### config.mk
export PLATFORM = sky130hd
export DESIGN_NAME = stopgo_keystream
export DESIGN_NICKNAME = d
export VERILOG_FILES = /design/src/rtl/stopgo_pkg.sv /design/src/rtl/lfsr_stage.sv /design/src/rtl/seq_ctrl.sv /design/src/rtl/stopgo_keystream.sv
export SDC_FILE = /design/constraint.sdc
export NUM_CORES = 1
export LEC_CHECK = 0
export BUFFER_PORTS_ARGS = -buffer_cell sky130_fd_sc_hd__buf_2
export CORE_UTILIZATION = 53
export CTS_BUF_LIST = sky130_fd_sc_hd__clkbuf_8
export DETAILED_ROUTE_END_ITERATION = 10
export PLACE_DENSITY_LB_ADDON = 0.2
export SYNTH_ARGS = -nofsm -noshare
export SYNTH_HDL_FRONTEND = slang
export SYNTH_HIERARCHICAL = 1
export SYNTH_SLANG_ARGS = --single-unit
### constraint.sdc
create_clock -name clk -period 7.05 [get_ports clk]
set_clock_uncertainty 0.15 [all_clocks]
set_input_delay 0.3525 -clock clk [delete_from_list [all_inputs] [get_ports clk]]
set_output_delay 0.3525 -clock clk [all_outputs]
set_load 0.01 [all_outputs]
### src/rtl/stopgo_pkg.sv
// Shared definitions for the majority-clocked keystream generator.
// Assumes exactly three registers; each mask is held in 32 bits.
package stopgo_pkg;
    typedef enum logic [2:0] {
        PH_IDLE,
        PH_LOAD,
        PH_WARM,
        PH_RUN,
        PH_FIN
    } phase_e;

    localparam int NREG = 3;
    localparam int REG_LEN [NREG] = '{19, 22, 23};
    localparam logic [31:0] REG_TAPS [NREG] = '{32'h0007_2000, 32'h0030_0000, 32'h0070_0080};
    localparam int REG_CLK [NREG] = '{8, 10, 10};
endpackage

### src/rtl/lfsr_stage.sv
// One stop/go shift register. On step it shifts left and takes the XOR of
// its tapped bits and in_bit at bit 0. It reports its clocking bit and the
// value its MSB will hold after this cycle. Assumes LEN >= 2 and CLK_POS < LEN.
module lfsr_stage #(
    parameter int          LEN     = 19,
    parameter logic [31:0] TAPS    = 32'h0007_2000,
    parameter int          CLK_POS = 8
) (
    input  logic clk,
    input  logic rst_n,
    input  logic clr,
    input  logic step,
    input  logic in_bit,
    output logic msb_next,
    output logic clk_bit
);
    localparam logic [LEN-1:0] MASK = TAPS[LEN-1:0];

    logic [LEN-1:0] st_q;
    logic           fb;

    // Feedback value entering at bit 0.
    always_comb fb = (^(st_q & MASK)) ^ in_bit;

    // State register: cleared on reset or clear, shifted on step.
    always_ff @(posedge clk) begin
        if (!rst_n || clr) begin
            st_q <= '0;
        end else if (step) begin
            st_q <= {st_q[LEN-2:0], fb};
        end
    end

    // Look-ahead MSB and clocking-bit outputs.
    always_comb begin
        msb_next = step ? st_q[LEN-2] : st_q[LEN-1];
        clk_bit  = st_q[CLK_POS];
    end

    // a register that is not stepped holds its value.
    p_hold_when_stopped_r3: assert property (@(posedge clk) disable iff (!rst_n)
        (!step && !clr) |=> $stable(st_q));

    // a step moves every bit one place toward the MSB.
    p_shift_left_r1: assert property (@(posedge clk) disable iff (!rst_n)
        (step && !clr) |=> (st_q[LEN-1:1] == $past(st_q[LEN-2:0])));
endmodule

### src/rtl/seq_ctrl.sv
// Phase sequencer: idle -> load -> warm-up -> run -> finish -> idle.
// Accepts start only in idle. Counts the cycles of each phase and keeps
// done set from burst end until the next accepted start.
module seq_ctrl
    import stopgo_pkg::*;
#(
    parameter int LOAD_CYC = 86,
    parameter int WARM_CYC = 100,
    parameter int BURST    = 228,
    parameter int CW       = 8
) (
    input  logic          clk,
    input  logic          rst_n,
    input  logic          start,
    output phase_e        phase,
    output logic [CW-1:0] cnt,
    output logic          accept,
    output logic          done
);
    // Start is only honoured while idle.
    always_comb accept = start && (phase == PH_IDLE);

    // Phase, counter and done flag.
    always_ff @(posedge clk) begin
        if (!rst_n) begin
            phase <= PH_IDLE;
            cnt   <= '0;
            done  <= 1'b0;
        end else begin
            case (phase)
                PH_IDLE: if (start) begin
                    phase <= PH_LOAD;
                    cnt   <= '0;
                    done  <= 1'b0;
                end
                PH_LOAD: if (cnt == CW'(LOAD_CYC - 1)) begin
                    phase <= PH_WARM;
                    cnt   <= '0;
                end else begin
                    cnt <= cnt + 1'b1;
                end
                PH_WARM: if (cnt == CW'(WARM_CYC - 1)) begin
                    phase <= PH_RUN;
                    cnt   <= '0;
                end else begin
                    cnt <= cnt + 1'b1;
                end
                PH_RUN: if (cnt == CW'(BURST - 1)) begin
                    phase <= PH_FIN;
                    cnt   <= '0;
                end else begin
                    cnt <= cnt + 1'b1;
                end
                default: begin
                    phase <= PH_IDLE;
                    done  <= 1'b1;
                end
            endcase
        end
    end

    // load is never re-entered from a busy phase.
    p_no_restart_r8: assert property (@(posedge clk) disable iff (!rst_n)
        (phase != PH_IDLE && phase != PH_LOAD) |=> (phase != PH_LOAD));

    // done is only ever seen while idle.
    p_done_idle_r7: assert property (@(posedge clk) disable iff (!rst_n)
        done |-> (phase == PH_IDLE));
endmodule

### src/rtl/stopgo_keystream.sv
// Majority-clocked three-register keystream generator (top).
// Latches key and iv on an accepted start, loads them LSB first with
// regular clocking, warms up under majority clocking, then emits BURST
// bits split into two direction halves. Assumes BURST is even.
module stopgo_keystream
    import stopgo_pkg::*;
#(
    parameter int KEY_BITS   = 64,
    parameter int IV_BITS    = 22,
    parameter int WARM_CYC   = 100,
    parameter int BURST_BITS = 228
) (
    input  logic                clk,
    input  logic                rst_n,
    input  logic                start,
    input  logic [KEY_BITS-1:0] key,
    input  logic [IV_BITS-1:0]  iv,
    output logic                busy,
    output logic                ks_valid,
    output logic                ks_bit,
    output logic                ks_dir,
    output logic                done
);
    localparam int LD_BITS = KEY_BITS + IV_BITS;
    localparam int HALF    = BURST_BITS / 2;
    localparam int MAX_A   = (LD_BITS > WARM_CYC) ? LD_BITS : WARM_CYC;
    localparam int MAXC    = (MAX_A > BURST_BITS) ? MAX_A : BURST_BITS;
    localparam int CW      = $clog2(MAXC + 1);

    phase_e              phase;
    logic [CW-1:0]       cnt;
    logic                accept;
    logic [LD_BITS-1:0]  ld_q;
    logic [NREG-1:0]     step;
    logic [NREG-1:0]     cbit;
    logic [NREG-1:0]     nmsb;
    logic                maj;
    logic                in_bit;

    seq_ctrl #(
        .LOAD_CYC (LD_BITS),
        .WARM_CYC (WARM_CYC),
        .BURST    (BURST_BITS),
        .CW       (CW)
    ) u_seq (
        .clk    (clk),
        .rst_n  (rst_n),
        .start  (start),
        .phase  (phase),
        .cnt    (cnt),
        .accept (accept),
        .done   (done)
    );

    // Load shifter: key then iv, consumed from bit 0 one per load cycle.
    always_ff @(posedge clk) begin
        if (!rst_n) begin
            ld_q <= '0;
        end else if (accept) begin
            ld_q <= {iv, key};
        end else if (phase == PH_LOAD) begin
            ld_q <= ld_q >> 1;
        end
    end

    // Step enables: all during load, majority agreement during warm-up/run.
    always_comb begin
        maj    = (cbit[0] & cbit[1]) | (cbit[0] & cbit[2]) | (cbit[1] & cbit[2]);
        in_bit = (phase == PH_LOAD) ? ld_q[0] : 1'b0;
        for (int i = 0; i < NREG; i++) begin
            step[i] = (phase == PH_LOAD) ||
                      (((phase == PH_WARM) || (phase == PH_RUN)) && (cbit[i] == maj));
        end
    end

    for (genvar g = 0; g < NREG; g++) begin : g_reg
        lfsr_stage #(
            .LEN     (REG_LEN[g]),
            .TAPS    (REG_TAPS[g]),
            .CLK_POS (REG_CLK[g])
        ) u_reg (
            .clk      (clk),
            .rst_n    (rst_n),
            .clr      (accept),
            .step     (step[g]),
            .in_bit   (in_bit),
            .msb_next (nmsb[g]),
            .clk_bit  (cbit[g])
        );
    end

    // Output register: one keystream bit per run cycle with its direction.
    always_ff @(posedge clk) begin
        if (!rst_n) begin
            ks_valid <= 1'b0;
            ks_bit   <= 1'b0;
            ks_dir   <= 1'b0;
        end else begin
            ks_valid <= (phase == PH_RUN);
            if (phase == PH_RUN) begin
                ks_bit <= ^nmsb;
                ks_dir <= (cnt >= CW'(HALF));
            end
        end
    end

    // Busy whenever the sequencer has left idle.
    always_comb busy = (phase != PH_IDLE);

    // majority clocking always moves at least two registers.
    p_two_move_r3: assert property (@(posedge clk) disable iff (!rst_n)
        ((phase == PH_WARM) || (phase == PH_RUN)) |-> ($countones(step) >= 2));

    // valid bits only appear inside a burst.
    p_valid_in_burst_r6: assert property (@(posedge clk) disable iff (!rst_n)
        ks_valid |-> busy);

    // the switch to the downlink half happens mid-burst.
    p_dir_switch_r6: assert property (@(posedge clk) disable iff (!rst_n)
        $rose(ks_dir) |-> (ks_valid && $past(ks_valid)));

    // once done, the block is quiet.
    p_done_quiet_r7: assert property (@(posedge clk) disable iff (!rst_n)
        done |-> (!ks_valid && !busy));
endmodule

==> out/results.ini, run 1 <==
[sta]
finalCritPeriodShare=0.437
fin_tns_setup_ns=0
rsz0062_at_grt=no
tightestPinTransition_ns=1.08
setup_viol=0
slew_violations=0
max-slew-margin-rel=0.281
hold_viol=0
holdWs_ns=0.0389
period_needed_ns=3.08
max_freq_mhz=324

[run]
cap_viol_max_count=0

[finish]
areaGrowthSynthToFinish_pct=11.6
drive_gt1_frac=0.179
final_common_cell=nand2_1
final_cell_mix=nand2_1 (178), dfxtp_1 (165), buf_2 (93)
fin_util=0.614
nNetsFinal=954

[clocking]
clkTransAtPathRegs_ns=0.09
ctsHoldBuffers=0
cts_buffers=17
cts.repair.resized=0
cts_buffer_depth=2
cts_setup_buffers=0
htreeDepth=4
tritoncts=done
cts_sinks=165
cts_root_buf=clkbuf_8
clock_latency_ns=0.45

[yosys]
yosys.cell_types.count=59
syn-mean-instance-area_um2=8.70
synthArstFlopShare=0
synth_ff_type=dfxtp_1
synth_warnings=6
synth_edf_count=0
ys_seq_elements=165
synth_cells=808
syn_area_um2=7030
synth_fp_nets=899
seq_area_frac_synth=0.470

[global_routing]
grt_max_degree=132
antenna_found_initial=0
busiest_layer=met2
grtUsageMet2=0.331
use_met1=0.270
grt_pass1_vias=4968
use_met3=0.0757
grt_pass1_wl_um=22700
globalRouteOverflowTotal=0
grt_usage=0.210

[worst_hold_path]
hold_path_startpoint=key[50]
hp-class=input pin to flip-flop

[place]
hpwl_um=8590
port_buffers=93
place.gp.congestion=0.772

[critical_path]
cp.required_ns=7.28
critPathCaptureType=flip-flop
r2r_start=u_seq/phase[2]
crit_start=u_seq/phase[2]
arrival_ns=3.31
cp_max_fo=131
setup.worst_path.class=flip-flop to flip-flop
cp-start-kind=flip-flop

[drt]
avgRoutedWirePerCell_um=13.1
postRouteAntennaNets=0
drtPass1Iterations=4
vias=5682
drt-initial-drc-count=367
drc=0
drt-total-wl_um=13800
viasPerCell=5.42

[floorplanning]
pin_count=94
core_region_area_um2=12800
initial_core_util=0.550
die_h_um=117
die-area_um2=13700
rows=41
die_w_um=117

[pwr]
powerDensity_nw_per_um2=246
leakage_nw=2.96
vdd_drop_max_mv=0.147
finalPower_mw=1.93

[status]
status=complete, no violations

synthesized netlist by cell type (3+ instances only):
cell,count,area share
nand2_1,178,0.095
dfxtp_1,165,0.47
o21ai_0,88,0.063
a31oi_1,85,0.076
nor2_1,68,0.036
mux2i_1,59,0.084
clkbuf_1,33,0.018
buf_2,12,0.0085
buf_4,10,0.011
buf_6,10,0.016
a21oi_1,8,0.0057
xnor2_1,8,0.010
and2_1,6,0.0053
nand2b_1,6,0.0053
nor4b_1,5,0.0062
inv_1,4,0.0021
or3_1,4,0.0036
nand3_1,3,0.0021
nand4_1,3,0.0027
nor2b_1,3,0.0027
nor4_1,3,0.0027
critical path, cell delays in order, from the launching register on:
cell and delay [ns]:
dfxtp_1 0.92, nor4b_2 0.10, buf_4 0.20, inv_4 0.25
buf_4 0.84, o21ai_0 0.25, a31oi_1 0.19
where the power goes:
group	total [mW]	switching, mW	internal (mW)
Sequential	1.01	0.0286	0.983
Clock	0.691	0.341	0.349
Combinational	0.225	0.139	0.0861
worst paths after layout:
check | endpoint | slack [ns] | depth (start not counted)
setup reg to reg | ld_q[10] | 3.97 | 6
hold reg to reg | ks_bit | 0.31 | 2
setup / recovery | ld_q[10] | 3.97 | 6
hold / removal | ld_q[50] | 0.04 | 3
layout make-up:
| class | count | area (µm²) |
|---|---|---|
| fill | 1125 | 4930 |
| clock buffer | 24 | 330 |
| sequential | 165 | 3300 |
| inverter | 6 | 25.0 |
| antenna | 1 | 2.50 |
| clock inverter | 8 | 87.6 |
| tap | 172 | 215 |
| timing repair buffer | 101 | 526 |
| multi-input combinational | 572 | 3360 |
kinds of logic after synthesis:
family                   count (synthesis)  share of synthesized area
AND/OR/NAND/NOR                        296                      0.187
multiplexers                            62                     0.0894
adder cells (fa/ha/maj)                  2                    0.00356
AO/OA/AOI/OAI                          199                      0.172
XOR/XNOR                                13                     0.0222
flip-flops                             165                      0.470
buffers and inverters                   71                     0.0561
stage by stage:
| step | area (µm²) | setup slack [ns] | std cells |
|---|---|---|---|
| 4_1_cts | 7840 | 4.02 | 1048 |
| 3_5_place_dp | 7420 | 4.02 | 1016 |
| 3_3_place_gp | 7420 | 4.20 | 1016 |
| 6_report | 7850 | 3.97 | 1049 |
| 2_1_floorplan | 7030 | 4.35 | 808 |
| 5_1_grt | 7840 | 3.62 | 1048 |
flip-flops by register name (all words and copies together), names as in the netlist:
signal and cells:
u_seq/done 1, u_seq/cnt 8, g.u_reg/st_q 64, u_seq/phase 3, ks_valid 1, ks_bit 1
ld_q 86, ks_dir 1
metal layers:
layer / wire, µm / up-vias / share of wire
met2: 6320 / 121 / 0.46
met5: 0 / - / 0
met4: 85 / 0 / 0.0062
li1: - / 2915 / -
met3: 764 / 9 / 0.056
met1: 6590 / 2637 / 0.48
No activity file was read; power rests on OpenSTA's default activity.
==> run 2, diff against run 1 <==
Clock period 7.05 ns to 2.6 ns, I/O delays scaled along.
==> run 2 against run 1 <==
  * Combinational power rose to 3.3 times the previous value
  * Clock power rose to 3.0 times the previous value
  * First-iteration DRC count grew 19%
  * Power increased to 2.9 times the previous value
  * Critical path type unchanged
  * Setup slack got worse by 3.5 ns
  * Core utilization increased by 7.6 points
  * Count of clock-buffer cells in the layout fell by 4
  * Non-clock buffer count rose by 94
  * Hold slack gained 0.12 ns
==> out/results.ini, run 2 (synthesis gave the netlist of run 1 again) <==
[drt]
avgRoutedWirePerCell_um=14.0
drc=0
drtPass1Iterations=5
drt-initial-drc-count=438
viasPerCell=5.43
vias=6193
postRouteAntennaNets=0
drt-total-wl_um=16000

[sta]
setup_viol=0
rsz0062_at_grt=no
fin_tns_setup_ns=0
max-slew-margin-rel=0.429
hold_viol=0
max_freq_mhz=471
tightestPinTransition_ns=0.856
finalCritPeriodShare=0.817
period_needed_ns=2.13
slew_violations=0

[finish]
fin_cells=1141
areaGrowthSynthToFinish_pct=25.5
drive_gt1_frac=0.165
top_regs=ld_q x86, g.u_reg/st_q x64, u_seq/cnt x8
final_common_cell=nand2_1
nNetsFinal=1048
final_cell_mix=nand2_1 (178), dfxtp_1 (165), buf_2 (93)
largest_reg_flops=86
antenna_cells=0
fin_util=0.690
n_fill_cell=983
regMostFlops=ld_q

[global_routing]
grt_max_degree=156
globalRouteOverflowTotal=0
grt_pass1_vias=5980
grt_pass1_wl_um=26700
antenna_found_initial=0
grt_usage=0.247

[clocking]
cts_sinks=165
clock_latency_ns=0.44
cts_buffer_depth=2
cts_root_buf=clkbuf_8
htreeDepth=4
cts.repair.resized=0
clkTransAtPathRegs_ns=0.08
cts_buffers=17
tritoncts=done

[place]
hpwl_um=8930
place.gp.congestion=0.791
dpl.cell_count=1023
port_buffers=93

[pwr]
leakage_nw=3.40
powerDensity_nw_per_um2=630
vdd_drop_max_mv=0.445

[floorplanning]
pin_count=94
die_h_um=117
die-area_um2=13700
die_w_um=117
initial_core_util=0.550
rows=41
core_region_area_um2=12800

[critical_path]
cp_max_fo=86
reg2reg_depth=5
arrival_ns=2.34
cp-start-kind=flip-flop
setup.worst_path.class=flip-flop to flip-flop
cp.required_ns=2.82
reg2reg_to=ld_q[56]
rrSetupSlack_ns=0.47
r2r_start=u_seq/phase[1]
critPathCaptureType=flip-flop

[run]
cap_viol_max_count=0

[status]
status=complete, no violations

[worst_hold_path]
min_path_cells=4
hold_end=u_seq/done
hold_path_startpoint=start
hp-class=input pin to flip-flop

==> run 2: cell types whose count changed in the layout (fill, tap and decap cells not counted), moves of 2 or more <==
cell,before,now
clkbuf_8,24,20
dlygate4sd3_1,0,87
inv_1,4,7
inv_6,2,0
buf_4,8,14
clkinvlp_4,3,1
bufinv_16,1,5
==> run 2: worst max path at each step <==
| stage | from | end | slack (ns) | depth (start not counted) |
|---|---|---|---|---|
| final | u_seq/phase[1] | ld_q[56] | 0.47 | 5 |
| after detailed placement | u_seq/phase[1] | ld_q[85] | 0.47 | 5 |
| after CTS | u_seq/phase[1] | ld_q[85] | 0.48 | 5 |
| after global routing | u_seq/phase[1] | ld_q[85] | 0.24 | 5 |
| after global placement | u_seq/phase[1] | ld_q[85] | 0.59 | 5 |
| after floorplan | u_seq/phase[2] | ld_q[39] | 0.25 | 8 |
==> run 2: metrics by stage <==
stage | instance area [µm²] | power (mW) | hold WS, ns | worst slack (ns)
floorplan | 7040 | 3.28 | 0.0977 | 0.252
global placement | 7490 | 3.41 | 0.255 | 0.588
detailed placement | 7490 | 3.43 | 0.257 | 0.468
CTS | 8820 | 5.60 | 0.129 | 0.477
global route | 8820 | 5.81 | 0.175 | 0.236
finish | 8820 | 5.56 | 0.156 | 0.475
==> run 2: routing by layer <==
layer  global-route usage  routed length (µm)  vias up
li1                     -                   -     3097
met1                0.299                6970     2856
met2                0.406                7720      191
met3               0.0602                 757       49
met4                0.132                 517        0
met5                    0                   0        -
==> run 2: cell type report <==
cell class	instances	area, µm²	share of cell area
clock buffers	20	275	0.0312
inverters	6	25.0	0.00284
repair buffers	195	1460	0.166
clock inverters	11	183	0.0207
flip-flops and latches	165	3300	0.375
multi-input cells	572	3360	0.381
well taps	172	215	0.0244
==> run 2: where the power goes <==
part | internal (mW) | total, mW | switching [mW]
clock network | 1.20 | 2.07 | 0.870
registers | 2.67 | 2.74 | 0.0765
logic | 0.330 | 0.743 | 0.413
==> run 2: repair_timing <==
action / CTS / global route
buffers inserted: 0 / 0
hold buffers: 87 / 0
hold endpoints to repair: 89 / 0
==> run 2: worst max-delay path, stage by stage, from the launching register on <==
cell	delay (ns)
dfxtp_1	0.49
buf_4	0.23
or3b_2	0.13
buf_4	0.64
nand2_1	0.18
a31oi_1	0.21
